File: src/rtl/uart_rxq_pkg.sv
package uart_rxq_pkg;

    localparam int CHAR_W = 8;

    typedef struct packed {
        logic              brk;
        logic              ferr;
        logic              perr;
        logic [CHAR_W-1:0] data;
    } rxq_entry_t;

    typedef enum logic [1:0] {
        OCC_EMPTY = 2'd0,
        OCC_PART  = 2'd1,
        OCC_FULL  = 2'd2
    } occ_state_t;

    // receive trigger level selected by the two-bit control field
    function automatic int unsigned trig_level(input logic [1:0] sel);
        unique case (sel)
            2'b00:   return 1;
            2'b01:   return 4;
            2'b10:   return 8;
            default: return 14;
        endcase
    endfunction

endpackage

File: src/rtl/rxq_ctrl.sv
module rxq_ctrl
    import uart_rxq_pkg::*;
#(
    parameter  int DEPTH = 16,
    localparam int AW    = $clog2(DEPTH),
    localparam int CW    = $clog2(DEPTH + 1)
) (
    input  logic          clk,
    input  logic          rst_n,
    input  logic          rx_valid,
    input  logic          rbr_rd,
    input  logic          lsr_rd,
    input  logic          flush,
    input  logic          fifo_en,
    output logic          push,
    output logic          pop,
    output logic [AW-1:0] wptr,
    output logic [AW-1:0] rptr,
    output logic [CW-1:0] cnt,
    output occ_state_t    state,
    output logic          head_ack,
    output logic          ovr
);

    occ_state_t    state_n;
    logic [CW-1:0] cap;
    logic [CW-1:0] cnt_n;

    function automatic logic [AW-1:0] ptr_inc(input logic [AW-1:0] p);
        return (p == AW'(DEPTH - 1)) ? '0 : p + AW'(1);
    endfunction

    assign cap = fifo_en ? CW'(DEPTH) : CW'(1);

    // request qualification
    always_comb begin
        pop  = rbr_rd && (state != OCC_EMPTY) && !flush;
        push = rx_valid && !flush && ((state != OCC_FULL) || pop);
    end

    // next occupancy state
    always_comb begin
        state_n = state;
        if (flush) begin
            state_n = OCC_EMPTY;
        end else begin
            unique case (state)
                OCC_EMPTY: begin
                    if (push) state_n = (cap == CW'(1)) ? OCC_FULL : OCC_PART;
                end
                OCC_PART: begin
                    if (push && !pop)
                        state_n = (cnt + CW'(1) == cap) ? OCC_FULL : OCC_PART;
                    else if (pop && !push)
                        state_n = (cnt == CW'(1)) ? OCC_EMPTY : OCC_PART;
                end
                OCC_FULL: begin
                    if (pop && !push)
                        state_n = (cap == CW'(1)) ? OCC_EMPTY : OCC_PART;
                end
                default: state_n = OCC_EMPTY;
            endcase
        end
    end

    always_comb begin
        cnt_n = cnt;
        if (flush)              cnt_n = '0;
        else if (push && !pop)  cnt_n = cnt + CW'(1);
        else if (pop && !push)  cnt_n = cnt - CW'(1);
    end

    // state register
    always_ff @(posedge clk or negedge rst_n) begin
        if (!rst_n) begin
            state <= OCC_EMPTY;
            cnt   <= '0;
        end else begin
            state <= state_n;
            cnt   <= cnt_n;
        end
    end

    always_ff @(posedge clk or negedge rst_n) begin
        if (!rst_n) begin
            wptr     <= '0;
            rptr     <= '0;
            head_ack <= 1'b0;
            ovr      <= 1'b0;
        end else begin
            if (flush) begin
                wptr <= '0;
                rptr <= '0;
            end else begin
                if (push) wptr <= ptr_inc(wptr);
                if (pop)  rptr <= ptr_inc(rptr);
            end

            if (flush || pop)
                head_ack <= 1'b0;
            else if (lsr_rd && state != OCC_EMPTY)
                head_ack <= 1'b1;

            if (rx_valid && !flush && !push)
                ovr <= 1'b1;
            else if (lsr_rd)
                ovr <= 1'b0;
        end
    end

endmodule

File: src/rtl/rxq_store.sv
module rxq_store
    import uart_rxq_pkg::*;
#(
    parameter  int DEPTH = 16,
    localparam int AW    = $clog2(DEPTH),
    localparam int CW    = $clog2(DEPTH + 1)
) (
    input  logic          clk,
    input  logic          rst_n,
    input  logic          push,
    input  logic          pop,
    input  logic          flush,
    input  logic [AW-1:0] wptr,
    input  logic [AW-1:0] rptr,
    input  rxq_entry_t    wr_entry,
    output rxq_entry_t    head,
    output logic          err_any
);

    rxq_entry_t    mem [DEPTH];
    logic [CW-1:0] err_cnt;
    logic          wr_bad;
    logic          hd_bad;

    always_ff @(posedge clk) begin
        if (push) mem[wptr] <= wr_entry;
    end

    assign head   = mem[rptr];
    assign wr_bad = wr_entry.perr | wr_entry.ferr | wr_entry.brk;
    assign hd_bad = head.perr | head.ferr | head.brk;

    // tally of held characters that carry any error flag
    always_ff @(posedge clk or negedge rst_n) begin
        if (!rst_n) begin
            err_cnt <= '0;
        end else if (flush) begin
            err_cnt <= '0;
        end else begin
            err_cnt <= err_cnt + CW'(push && wr_bad) - CW'(pop && hd_bad);
        end
    end

    assign err_any = (err_cnt != '0);

endmodule

File: src/rtl/rxq_status.sv
module rxq_status
    import uart_rxq_pkg::*;
#(
    parameter  int DEPTH = 16,
    localparam int CW    = $clog2(DEPTH + 1)
) (
    input  occ_state_t    state,
    input  logic [CW-1:0] cnt,
    input  logic          ovr,
    input  logic          head_ack,
    input  rxq_entry_t    head,
    input  logic          fifo_en,
    input  logic [1:0]    trig_sel,
    input  logic          err_any,
    input  logic          thr_empty,
    input  logic          tsr_empty,
    output logic [7:0]    rbr_data,
    output logic [7:0]    lsr,
    output logic          trig_hit,
    output logic          line_irq
);

    logic          held;
    logic [2:0]    hflags;
    logic [CW-1:0] level;
    int unsigned   tl;

    always_comb begin
        held   = (state != OCC_EMPTY);
        hflags = (held && !head_ack) ? {head.brk, head.ferr, head.perr} : 3'b000;

        tl = trig_level(trig_sel);
        if (tl > DEPTH) tl = DEPTH;
        level = fifo_en ? CW'(tl) : CW'(1);

        rbr_data = held ? head.data : '0;
        lsr      = {fifo_en & err_any, thr_empty & tsr_empty, thr_empty,
                    hflags, ovr, held};
        trig_hit = (cnt >= level);
        line_irq = ovr | (|hflags);
    end

endmodule

File: src/rtl/uart_rx_fifo_status.sv
module uart_rx_fifo_status
    import uart_rxq_pkg::*;
#(
    parameter  int DEPTH = 16,
    localparam int AW    = $clog2(DEPTH),
    localparam int CW    = $clog2(DEPTH + 1)
) (
    input  logic       clk,
    input  logic       rst_n,
    input  logic       rx_valid,
    input  logic [7:0] rx_data,
    input  logic       rx_perr,
    input  logic       rx_ferr,
    input  logic       rx_brk,
    input  logic       fcr_wr,
    input  logic [7:0] fcr_wdata,
    input  logic       rbr_rd,
    input  logic       lsr_rd,
    input  logic       thr_empty,
    input  logic       tsr_empty,
    output logic [7:0] rbr_data,
    output logic [7:0] lsr,
    output logic       trig_hit,
    output logic       line_irq,
    output logic       tx_flush
);

    logic          fifo_en;
    logic [1:0]    trig_sel;
    logic          flush;
    logic          push, pop, head_ack, ovr, err_any;
    logic [AW-1:0] wptr, rptr;
    logic [CW-1:0] cnt;
    occ_state_t    occ_state;
    rxq_entry_t    wr_entry, head;

    // control register: bit0 enable, bit1 receive flush, bit2 transmit flush, 7:6 trigger
    assign flush = fcr_wr && (fcr_wdata[1] || (fcr_wdata[0] != fifo_en));

    always_ff @(posedge clk or negedge rst_n) begin
        if (!rst_n) begin
            fifo_en  <= 1'b0;
            trig_sel <= 2'b00;
            tx_flush <= 1'b0;
        end else begin
            tx_flush <= fcr_wr && fcr_wdata[2];
            if (fcr_wr) begin
                fifo_en  <= fcr_wdata[0];
                trig_sel <= fcr_wdata[7:6];
            end
        end
    end

    assign wr_entry = '{brk: rx_brk, ferr: rx_ferr, perr: rx_perr, data: rx_data};

    rxq_ctrl #(.DEPTH(DEPTH)) u_ctrl (
        .clk      (clk),
        .rst_n    (rst_n),
        .rx_valid (rx_valid),
        .rbr_rd   (rbr_rd),
        .lsr_rd   (lsr_rd),
        .flush    (flush),
        .fifo_en  (fifo_en),
        .push     (push),
        .pop      (pop),
        .wptr     (wptr),
        .rptr     (rptr),
        .cnt      (cnt),
        .state    (occ_state),
        .head_ack (head_ack),
        .ovr      (ovr)
    );

    rxq_store #(.DEPTH(DEPTH)) u_store (
        .clk      (clk),
        .rst_n    (rst_n),
        .push     (push),
        .pop      (pop),
        .flush    (flush),
        .wptr     (wptr),
        .rptr     (rptr),
        .wr_entry (wr_entry),
        .head     (head),
        .err_any  (err_any)
    );

    rxq_status #(.DEPTH(DEPTH)) u_status (
        .state     (occ_state),
        .cnt       (cnt),
        .ovr       (ovr),
        .head_ack  (head_ack),
        .head      (head),
        .fifo_en   (fifo_en),
        .trig_sel  (trig_sel),
        .err_any   (err_any),
        .thr_empty (thr_empty),
        .tsr_empty (tsr_empty),
        .rbr_data  (rbr_data),
        .lsr       (lsr),
        .trig_hit  (trig_hit),
        .line_irq  (line_irq)
    );

endmodule

File: config.mk
export PLATFORM = sky130hd
export DESIGN_NAME = uart_rx_fifo_status
export DESIGN_NICKNAME = d
export VERILOG_FILES = /design/src/rtl/uart_rxq_pkg.sv /design/src/rtl/rxq_ctrl.sv /design/src/rtl/rxq_store.sv /design/src/rtl/rxq_status.sv /design/src/rtl/uart_rx_fifo_status.sv
export SDC_FILE = /design/constraint.sdc
export NUM_CORES = 1
export LEC_CHECK = 0
export BUFFER_PORTS_ARGS = -buffer_cell sky130_fd_sc_hd__buf_2
export CAP_MARGIN = 20
export CORE_MARGIN = 2
export CORE_UTILIZATION = 61
export CTS_CLUSTER_DIAMETER = 200
export DETAILED_ROUTE_END_ITERATION = 10
export PLACE_DENSITY = 0.92
export SYNTH_ARGS = -nofsm -noshare
export SYNTH_HDL_FRONTEND = slang
export SYNTH_SLANG_ARGS = --single-unit
File: constraint.sdc
create_clock -name clk -period 4.2 [get_ports clk]
set_clock_uncertainty 0.05 [all_clocks]
set_input_delay 0 -clock clk [delete_from_list [all_inputs] [get_ports clk]]
set_output_delay 0 -clock clk [all_outputs]
set_load 0.05 [all_outputs]
==> out/qor.csv, run 1 <==
metric,value,unit
cap_violations,0,
gp_congestion,0.821,
worstSetupPathType,reg2reg,
clock_latency,500,ps
synthFlopType,edfxtp_1,
peakVddDrop,0.354,mV
crit_fanout,14,
clock-sinks,202,
num_io_pins,46,
hold_path.class,in2reg,
max_slew_margin,0.438,
cp_num_buf_inv,3,
yosys.area_share.simple,0.0643,
yosysTopAreaCell,edfxtp_1,
switchingPower,0.00186,W
multiInputGateArea,0.00243,mm^2
pwr-share-seq,0.418,
die_area,0.0150,mm^2
synth-edff-count,176,
cts_root_buf,clkbuf_16,
antenna_cells,0,
vias_per_cell,6.89,
ys_types,50,
avgSynthCellArea,17.5,um^2
seq_area_frac_synth,0.695,
synthAdderAreaFrac,0.0316,
drtAntennaViolNets,0,
first_pass_iters,5,
numCtsBuffers,20,
setup_viol,0,
pwr-share-clk,0.302,
vias,5316,
ys_top_cells_by_count,"176 x edfxtp_1, 52 x mux4_2, 34 x nor2_1",
initial_core_util,0.620,
rsz0062_at_grt,no,
tightest_slew,843,ps
cp_cell_sequence,mux4_2 -> a22oi_1 -> nand3_1 -> nor3b_2 -> nor2_1 -> ha_1 -> inv_1 -> ha_1 -> inv_1 -> fa_1 -> inv_1 -> a21oi_1 -> nor2_1 -> or3_1 -> a21oi_1,
synth_cells,488,
path_delay_family,simple AND/OR/NAND/NOR gates,
drv_slew,0,
yosys.area_share.xor_xnor,0.0103,
place_inst,706,
pre_cts_ws,538,ps
startpoint,u_ctrl.rptr[2],
min_period_over_period,0.961,
track_usage,0.314,
core,0.0138,mm^2
grt_pass1_vias,5379,
cp_slowest_cell,dfrtp_1,
yosys-top-cells-area,"edfxtp_1 62%, mux4_2 14%, dfrtp_1 7.6%",
rows,43,
htreeDepth,1,
worstRegToRegCells,15,
post-route-min-period,4030,ps
syn-num-nets,536,
muxShareOfSynthArea,0.141,
max-clock-path-buffers,3,
setup.worst_path.end,u_store.err_cnt[4],
crit_top_cell,inv_1,
max_stage_delay,770,ps
r2r_slack,170,ps
critPathRequiredTime,4550,ps
drcViolationCount,0,
worstSetupStartpointType,flip-flop,
clkTransAtPathRegs,70,ps
swShare,0.321,
placement.io_buffers,42,
synth_top_family_by_area,multiplexers,
critPathArrivalTime,4390,ps
routed_wl,22.4,mm
yosysMostFrequentCell,edfxtp_1,
die_w,122,um
cts_setup_buffers,0,
drt_iter0_drc,873,
finalNonFillerCells,771,
combPwrFrac,0.280,
p_leak,3.49,nW
fin_nets,626,
place_area,0.00901,mm^2
overflow,0,
syn_area,0.00854,mm^2
yosysWarnings,0,
antenna_found_initial,0,
synth_top_area_share,0.619,
fin_ws,166,ps
fin_tns_setup,0,ps
syn2layout_area_growth,16.6,%
cp.depth,15,
final_cell_area,0.00996,mm^2
seqCellArea,0.00594,mm^2
grt_max_degree,37,
fill_cells,759,
grt_pass1_wl,33.3,mm
place_hpwl,12.2,mm
synth-compound-area-share,0.0347,
status,"finished, final reports clean",
internal-power,0.00393,W
ys_ff_latch,202,
worstSetupEndpointType,flip-flop,
fmax,0.248,GHz
die_y,122,um
hold_violations,0,
async_reset_ff_frac,0.129,
cts_tree,yes,
power.density,582,mW/mm^2
drive_gt1_frac,0.257,
worst_r2r_endpoint,u_store.err_cnt[4],
r2r_start,u_ctrl.rptr[2],
drt-wirelength-per-cell,29.0,um
[timing repair]
| item | 4_1_cts | 5_1_grt |
|---|---|---|
| hold endpoints to repair | 215 | 0 |
| gates resized for setup | 0 | 1 |
| hold buffers | 29 | 0 |
| setup endpoints to repair | 0 | 1 |
[per-stage QoR]
| stage | hold WS, ps | util | power (W) |
|---|---|---|---|
| floorplan | -346 | - | 0.00359 |
| global placement | -22.7 | 0.654 | 0.00384 |
| detailed placement | -21.9 | 0.654 | 0.00393 |
| CTS | 140 | 0.722 | 0.00569 |
| global route | 224 | 0.723 | 0.00598 |
| finish | 206 | 0.723 | 0.00579 |
[flip-flops by register name (all words and copies together), names as in the netlist, 2 cells and up]
register and count:
u_ctrl.wptr 4, u_ctrl.rptr 4, trig_sel 2, u_ctrl.state 2, u_store.err_cnt 5, u_ctrl.cnt 5
u_store.mem 176
[cell usage in the layout, fill, tap and decap left out, drive strengths merged, types with 4 or more instances in the layout]
cell,count
o21ai,8
dlygate4sd3,29
clkinv,8
and2,12
nand2b,6
clkbuf,26
a21oi,16
inv,17
nor2b,5
xor2,6
xnor2,4
a22oi,4
nor2,34
edfxtp,176
nand2,27
ha,20
mux4,52
nor3,7
buf,63
dfrtp,26
nand3,9
[power groups by stage]
stage | logic [W] | registers (W) | clock network (W)
5_1_grt | 0.00171 | 0.00243 | 0.00183
4_1_cts | 0.00155 | 0.00241 | 0.00173
2_1_floorplan | 0.00121 | 0.00238 | 0
6_report | 0.00162 | 0.00242 | 0.00175
3_5_place_dp | 0.00148 | 0.00245 | 0
3_3_place_gp | 0.00140 | 0.00243 | 0
[cells by family (layout without fill, tap and decap cells)]
kind of cell    count (synthesis)  count (layout)
flops                         202             202
simple gates                  113             113
mux                            55              55
compound gates                 46              46
buf+inv                        41             144
fa+ha+maj                      21              21
xor+xnor                       10              10
[layout make-up]
class,instances,share of cell area
multi-input cells,245,0.244
clock inverters,9,0.00741
flip-flops and latches,202,0.597
well taps,180,0.0226
repair buffers,92,0.0665
clock buffers,26,0.0567
inverters,17,0.00641
[worst min path at each step]
stage                start                  to  slack, ps  cells after the start
floorplan            rst_n             fifo_en       -350                      0
global placement     rst_n  u_store.err_cnt[3]        -20                      1
detailed placement   rst_n  u_store.err_cnt[3]        -20                      1
CTS                 fcr_wr      u_ctrl.wptr[0]        140                      5
global route        fcr_wr      u_ctrl.wptr[0]        220                      5
finish              fcr_wr      u_ctrl.wptr[0]        210                      5
[worst min-delay path, cell delays in order]
cell     delay [ps]
buf_2           160
o21ai_2         150
nand3_2         210
nand2_1         130
a21oi_1          70
[metal layers]
metal	track usage	vias up	wire [um]
met4	0.216	0	1820
met1	0.380	2639	7390
li1	-	2084	-
met3	0.0572	152	2060
met2	0.518	441	11100
met5	0	-	0
Power figures use the tool's default switching activity.
==> inputs of run 2 (changes only) <==
--- a/config.mk
+++ b/config.mk
@@ -13,2 +13,3 @@
 export DETAILED_ROUTE_END_ITERATION = 10
+export HOLD_SLACK_MARGIN = 0.02
 export PLACE_DENSITY = 0.92
--- a/constraint.sdc
+++ b/constraint.sdc
@@ -4,2 +4,2 @@
 set_output_delay 0 -clock clk [all_outputs]
-set_load 0.05 [all_outputs]
+set_load 0.005 [all_outputs]
==> out/qor.csv, run 2 (synthesis results as in run 1) <==
metric,value,unit,change
numCtsBuffers,20,,unchanged
die_area,0.0150,mm^2,unchanged
power.density,550,mW/mm^2,-5.4%
p_leak,3.49,nW,+0.15%
critPathRequiredTime,4550,ps,about the same
cts_root_buf,clkbuf_16,,
core,0.0138,mm^2,unchanged
layout_commonest_cell,edfxtp_1,,
path_delay_family,simple AND/OR/NAND/NOR gates,,
r2r_slack,270,ps,+100 ps
clock-sinks,202,,unchanged
final_cell_area,0.00997,mm^2,+0.10%
critPathArrivalTime,4280,ps,-110 ps
status,"finished, final reports clean",,
vias,5217,,-1.9%
placement.io_buffers,42,,unchanged
drv_slew,0,,unchanged
power,0.00548,W,-5.3%
use_met2,0.511,,-0.00660
overflow,0,,unchanged
pwr-share-seq,0.441,,+0.023
pwr-share-clk,0.317,,+0.015
cts_tree,yes,,
crit_top_cell,inv_1,,
syn2layout_area_growth,16.7,%,
routed_wl,21.7,mm,-3.0%
worstSetupStartpointType,flip-flop,,
startpoint,u_ctrl.rptr[2],,
hold_violations,0,,unchanged
htreeDepth,1,,unchanged
worstSetupPathType,reg2reg,,
max_slew_margin,0.414,,-0.0239
die_w,122,um,unchanged
drt_iter0_drc,756,,-13%
drt-wirelength-per-cell,28.1,um,-3.0%
setup_viol,0,,unchanged
hold_path.class,in2out,,
top_regs,"u_store.mem: 176 flops, u_ctrl.cnt: 5 flops, u_store.err_cnt: 5 flops",,
tightest_slew,879,ps,+35.9 ps
internal-power,0.00393,W,about the same
fin_ws,269,ps,+104 ps
busiest_layer,met2,,
num_io_pins,46,,unchanged
min_period_over_period,0.936,,-0.0247
antenna_found_initial,0,,unchanged
place_hpwl,12.2,mm,unchanged
swShare,0.284,,-0.0372
rows,43,,unchanged
initial_core_util,0.620,,unchanged
grt_pass1_vias,5372,,-0.13%
peakVddDrop,0.354,mV,about the same
cap_violations,0,,unchanged
cp_cell_sequence,mux4_2 -> a22oi_1 -> nand3_1 -> nor3b_2 -> nor2_1 -> ha_1 -> inv_1 -> ha_1 -> inv_1 -> fa_1 -> inv_1 -> a21oi_1 -> nor2_1 -> or3_1 -> a21oi_1,,
place_area,0.00901,mm^2,unchanged
switchingPower,0.00156,W,-16%
vias_per_cell,6.77,,-1.9%
hold_start,thr_empty,,
pre_cts_ws,538,ps,unchanged
cp_num_buf_inv,3,,unchanged
first_pass_iters,6,,+1
final_cell_mix,"176 x edfxtp_1, 52 x mux4_2, 42 x buf_2, 34 x nor2_1, 28 x dlygate4sd3_1",,
crit_fanout,14,,unchanged
rsz0062_at_grt,no,,
clock_latency,500,ps,about the same
gp_congestion,0.821,,unchanged
grt_pass1_wl,32.8,mm,-1.5%
die_y,122,um,unchanged
track_usage,0.307,,-0.00701
max-clock-path-buffers,3,,unchanged
antenna_cells,0,,unchanged
clkTransAtPathRegs,70,ps,about the same
max_stage_delay,790,ps,+20 ps
post-route-min-period,3930,ps,-104 ps
r2r_start,u_ctrl.rptr[2],,
cp_slowest_cell,dfrtp_1,,
gr-usage-met3,0.0683,,+0.0112
drive_gt1_frac,0.259,,+0.00169
fin_nets,626,,unchanged
fin_tns_setup,0,ps,unchanged
fmax,0.254,GHz,+2.6%
drcViolationCount,0,,unchanged
largest_register,u_store.mem,,
drtAntennaViolNets,0,,unchanged
largest_reg_flops,176,,unchanged
holdWs,127,ps,-78.8 ps
combPwrFrac,0.242,,-0.038
grt_max_degree,37,,unchanged
worstSetupEndpointType,flip-flop,,
grt_use_met1,0.362,,-0.0182
## run 2: cell types whose count changed in the layout (fill, tap and decap cells not counted)
| cell | before | now |
|---|---|---|
| buf_12 | 0 | 1 |
| dlygate4sd3_1 | 29 | 28 |
## run 2: power groups by stage
stage                     Combinational [W]  Sequential [W]  Clock, W
final                               0.00133         0.00242   0.00174
after detailed placement            0.00121         0.00245         0
after global placement              0.00113         0.00243         0
after CTS                           0.00128         0.00241   0.00173
after floorplan                    0.000944         0.00238         0
after global routing                0.00143         0.00243   0.00183
## run 2: repair_timing
action                                 CTS  global route
hold buffers                            29             0
endpoints found under the hold margin  216             0
gates resized for setup                  0             1
setup endpoints to repair                0             1
buffers inserted                         0             0
## run 2: through the flow
| stage | cells | util |
|---|---|---|
| floorplan | 488 | - |
| global placement | 706 | 0.654 |
| detailed placement | 706 | 0.654 |
| CTS | 770 | 0.723 |
| global route | 771 | 0.724 |
| finish | 771 | 0.724 |
## run 2: layout make-up
class,count,area [um^2]
sequential,202,5940
fill,751,3810
multi-input combinational,245,2430
timing repair buffer,92,672
clock buffer,26,564
tap,180,225
clock inverter,9,73.8
inverter,17,63.8
## run 2: layer usage
layer,part of all wire,wire (um)
met5,0,0
met4,0.081,1770
met3,0.10,2160
met2,0.50,10800
met1,0.32,6930
## run 2: worst paths after layout
path,depth (start not counted),end
min in group asynchronous,4,u_store.err_cnt[3]
max in group asynchronous,4,u_ctrl.rptr[0]
min,2,lsr[5]
min reg2reg,2,u_ctrl.wptr[0]
max reg2reg,15,u_store.err_cnt[4]
max,15,u_store.err_cnt[4]
==> inputs of run 3 (changes only) <==
Settings changed: SYNTH_HIERARCHICAL set to 1.
==> out/qor.csv, run 3 <==
metric,value,unit,change
fin_tns_setup,0,ps,unchanged
synthFlopType,edfxtp_1,,
fmax,0.260,GHz,+2.3%
drv_slew,0,,unchanged
final_cell_mix,"176 x edfxtp_1, 53 x mux4_2, 42 x buf_2, 26 x dlygate4sd3_1, 24 x dfrtp_1",,
avgSynthCellArea,17.4,um^2,-0.37%
drt-wirelength-per-cell,24.9,um,-11%
hold_start,fcr_wdata[1],,
hold_end,u_store/err_cnt[3],,
die_area,0.0152,mm^2,+1.8%
drtAntennaViolNets,0,,unchanged
r2r_start,u_ctrl/rptr[0],,
worst_r2r_endpoint,u_store/err_cnt[4],,
numCtsBuffers,20,,unchanged
worstSetupStartpointType,flip-flop,,
routed_wl,19.5,mm,-10%
clkTransAtPathRegs,60,ps,about the same
htreeDepth,1,,unchanged
drive_gt1_frac,0.290,,+0.0306
worstRegToRegCells,13,,-2
seqCellArea,0.00594,mm^2,about the same
layout_commonest_cell,edfxtp_1,,
max-clock-path-buffers,3,,unchanged
num_io_pins,46,,unchanged
drt_iter0_drc,530,,-30%
syn2layout_area_growth,16.2,%,
antenna_found_initial,0,,unchanged
ys_ff_latch,202,,unchanged
grt_pass1_vias,5159,,-4.0%
max_slew_margin,0.410,,-0.00339
yosysTopAreaCell,edfxtp_1,,
yosysMostFrequentCell,edfxtp_1,,
power,0.00512,W,-6.6%
grt_pass1_wl,29.1,mm,-11%
place_hpwl,12.3,mm,+0.76%
yosys-top-cells-area,"edfxtp_1 61%, mux4_2 14%, dfrtp_1 7.5%",,
rsz0062_at_grt,no,,
ys_top_cells_by_count,"176 x edfxtp_1, 53 x mux4_2, 26 x dfrtp_1",,
largest_register,u_store/mem,,
syn_area,0.00870,mm^2,+1.9%
synth_top_area_share,0.608,,-0.0114
clock-sinks,202,,unchanged
crit_fanout,12,,-2
hold_violations,0,,unchanged
ys_types,54,,+8.0%
synth-edff-count,176,,unchanged
clock_latency,480,ps,-20 ps
yosysWarnings,6,,+6
worstSetupEndpointType,flip-flop,,
power.density,507,mW/mm^2,-7.9%
min_path_cells,4,,+2
die_w,123,um,+0.90%
multiInputGateArea,0.00262,mm^2,+7.7%
vias_per_cell,6.59,,-2.6%
placement.io_buffers,42,,unchanged
worstSetupPathType,reg2reg,,
rows,43,,unchanged
post-route-min-period,3840,ps,-89.1 ps
status,"finished, final reports clean",,
track_usage,0.263,,-0.0442
peakVddDrop,0.470,mV,+33%
min_period_over_period,0.915,,-0.0212
cap_violations,0,,unchanged
largest_reg_flops,176,,unchanged
vias,5146,,-1.4%
critPathArrivalTime,4200,ps,-80 ps
initial_core_util,0.627,,+0.00673
top_regs,"u_store/mem: 176 flops, u_ctrl/cnt: 5 flops, u_store/err_cnt: 5 flops",,
seq_area_frac_synth,0.682,,-0.0128
synth_cells,499,,+2.3%
hold_path.class,in2reg,,
p_leak,3.46,nW,-0.81%
gp_congestion,0.841,,+2.4%
fin_nets,631,,+0.80%
async_reset_ff_frac,0.129,,unchanged
cts_root_buf,clkbuf_16,,
drcViolationCount,0,,unchanged
syn-num-nets,542,,+1.1%
first_pass_iters,5,,-1
tightest_slew,884,ps,+5.09 ps
die_y,123,um,+0.90%
cts_tree,yes,,
overflow,0,,unchanged
antenna_cells,0,,unchanged
setup_viol,0,,unchanged
fill_cells,790,,+5.2%
grt_max_degree,25,,-32%
critPathRequiredTime,4560,ps,about the same
r2r_slack,360,ps,+90 ps
core,0.0139,mm^2,+0.78%
[run 3: cell types whose count changed after synthesis, moves of 7 or more]
| cell | previous run | this run |
|---|---|---|
| nor2_1 | 34 | 23 |
| nor2b_1 | 5 | 16 |
| o21ai_0 | 3 | 14 |
| nand2_1 | 27 | 19 |
| and2_1 | 12 | 3 |
| nor3_1 | 7 | 14 |
[run 3: through the flow]
step | util | hold slack [ps] | worst slack (ps) | instance area, um^2 | cells
6_report | 0.728 | 94.2 | 359 | 10100 | 781
5_1_grt | 0.728 | 135 | 162 | 10100 | 781
4_1_cts | 0.727 | 94.9 | 348 | 10100 | 780
3_5_place_dp | 0.664 | -17.5 | 367 | 9220 | 719
3_3_place_gp | 0.664 | -19.8 | 494 | 9220 | 719
2_1_floorplan | - | -346 | 685 | 8700 | 499
[run 3: cell type report]
type / count / share of cell area
tap: 180 / 0.0223
clock inverter: 10 / 0.00755
timing repair buffer: 92 / 0.0648
sequential: 202 / 0.588
clock buffer: 25 / 0.0535
multi-input combinational: 257 / 0.259
inverter: 15 / 0.00557
[run 3: per-layer routing]
layer	wire, um	vias up	GRT usage
met1	7240	2608	0.346
met5	0	-	0
met2	9930	333	0.455
met3	1780	56	0.0475
li1	-	2149	-
met4	520	0	0.0746
[run 3: kinds of logic after synthesis]
kind of cell | count (synthesis) | synth area share
AO/OA/AOI/OAI | 48 | 0.0365
XOR/XNOR | 12 | 0.0121
adder cells (fa/ha/maj) | 16 | 0.0239
buffers and inverters | 40 | 0.0232
flip-flops | 202 | 0.682
multiplexers | 61 | 0.148
AND/OR/NAND/NOR | 120 | 0.0742
[run 3: repair_timing]
action	CTS	global route
hold endpoints to repair	211	0
hold buffers	26	0
resized for setup	0	0
buffers inserted	0	0
[run 3: worst max-delay path by stage]
stage	startpoint	endpoint	slack, ps
global placement	u_ctrl/rptr[0]	u_store/err_cnt[4]	490
global route	u_ctrl/rptr[0]	u_store/err_cnt[4]	160
finish	u_ctrl/rptr[0]	u_store/err_cnt[4]	360
detailed placement	u_ctrl/rptr[0]	u_store/err_cnt[4]	370
CTS	u_ctrl/rptr[0]	u_store/err_cnt[4]	350
floorplan	u_ctrl/rptr[1]	u_store/err_cnt[4]	690
[run 3: critical path, cell delays in order (launching register included)]
cell and delay (ps):
dfrtp_2 620, buf_4 300, mux4_2 520, nand3_1 140, nand3_2 150, o31a_1 310, ha_1 280, inv_1 40
ha_1 200, fa_1 440, a21oi_1 180, nor2_1 60, or3_1 340, a21oi_1 150
[run 3: power by group]
group          leakage (nW)  switching [W]  total [W]  internal (W)
combinational          1.24       0.000500    0.00103      0.000526
sequential             1.92       0.000139    0.00242       0.00228
clock                 0.298       0.000701    0.00167      0.000973
total                  3.46        0.00134    0.00512       0.00378
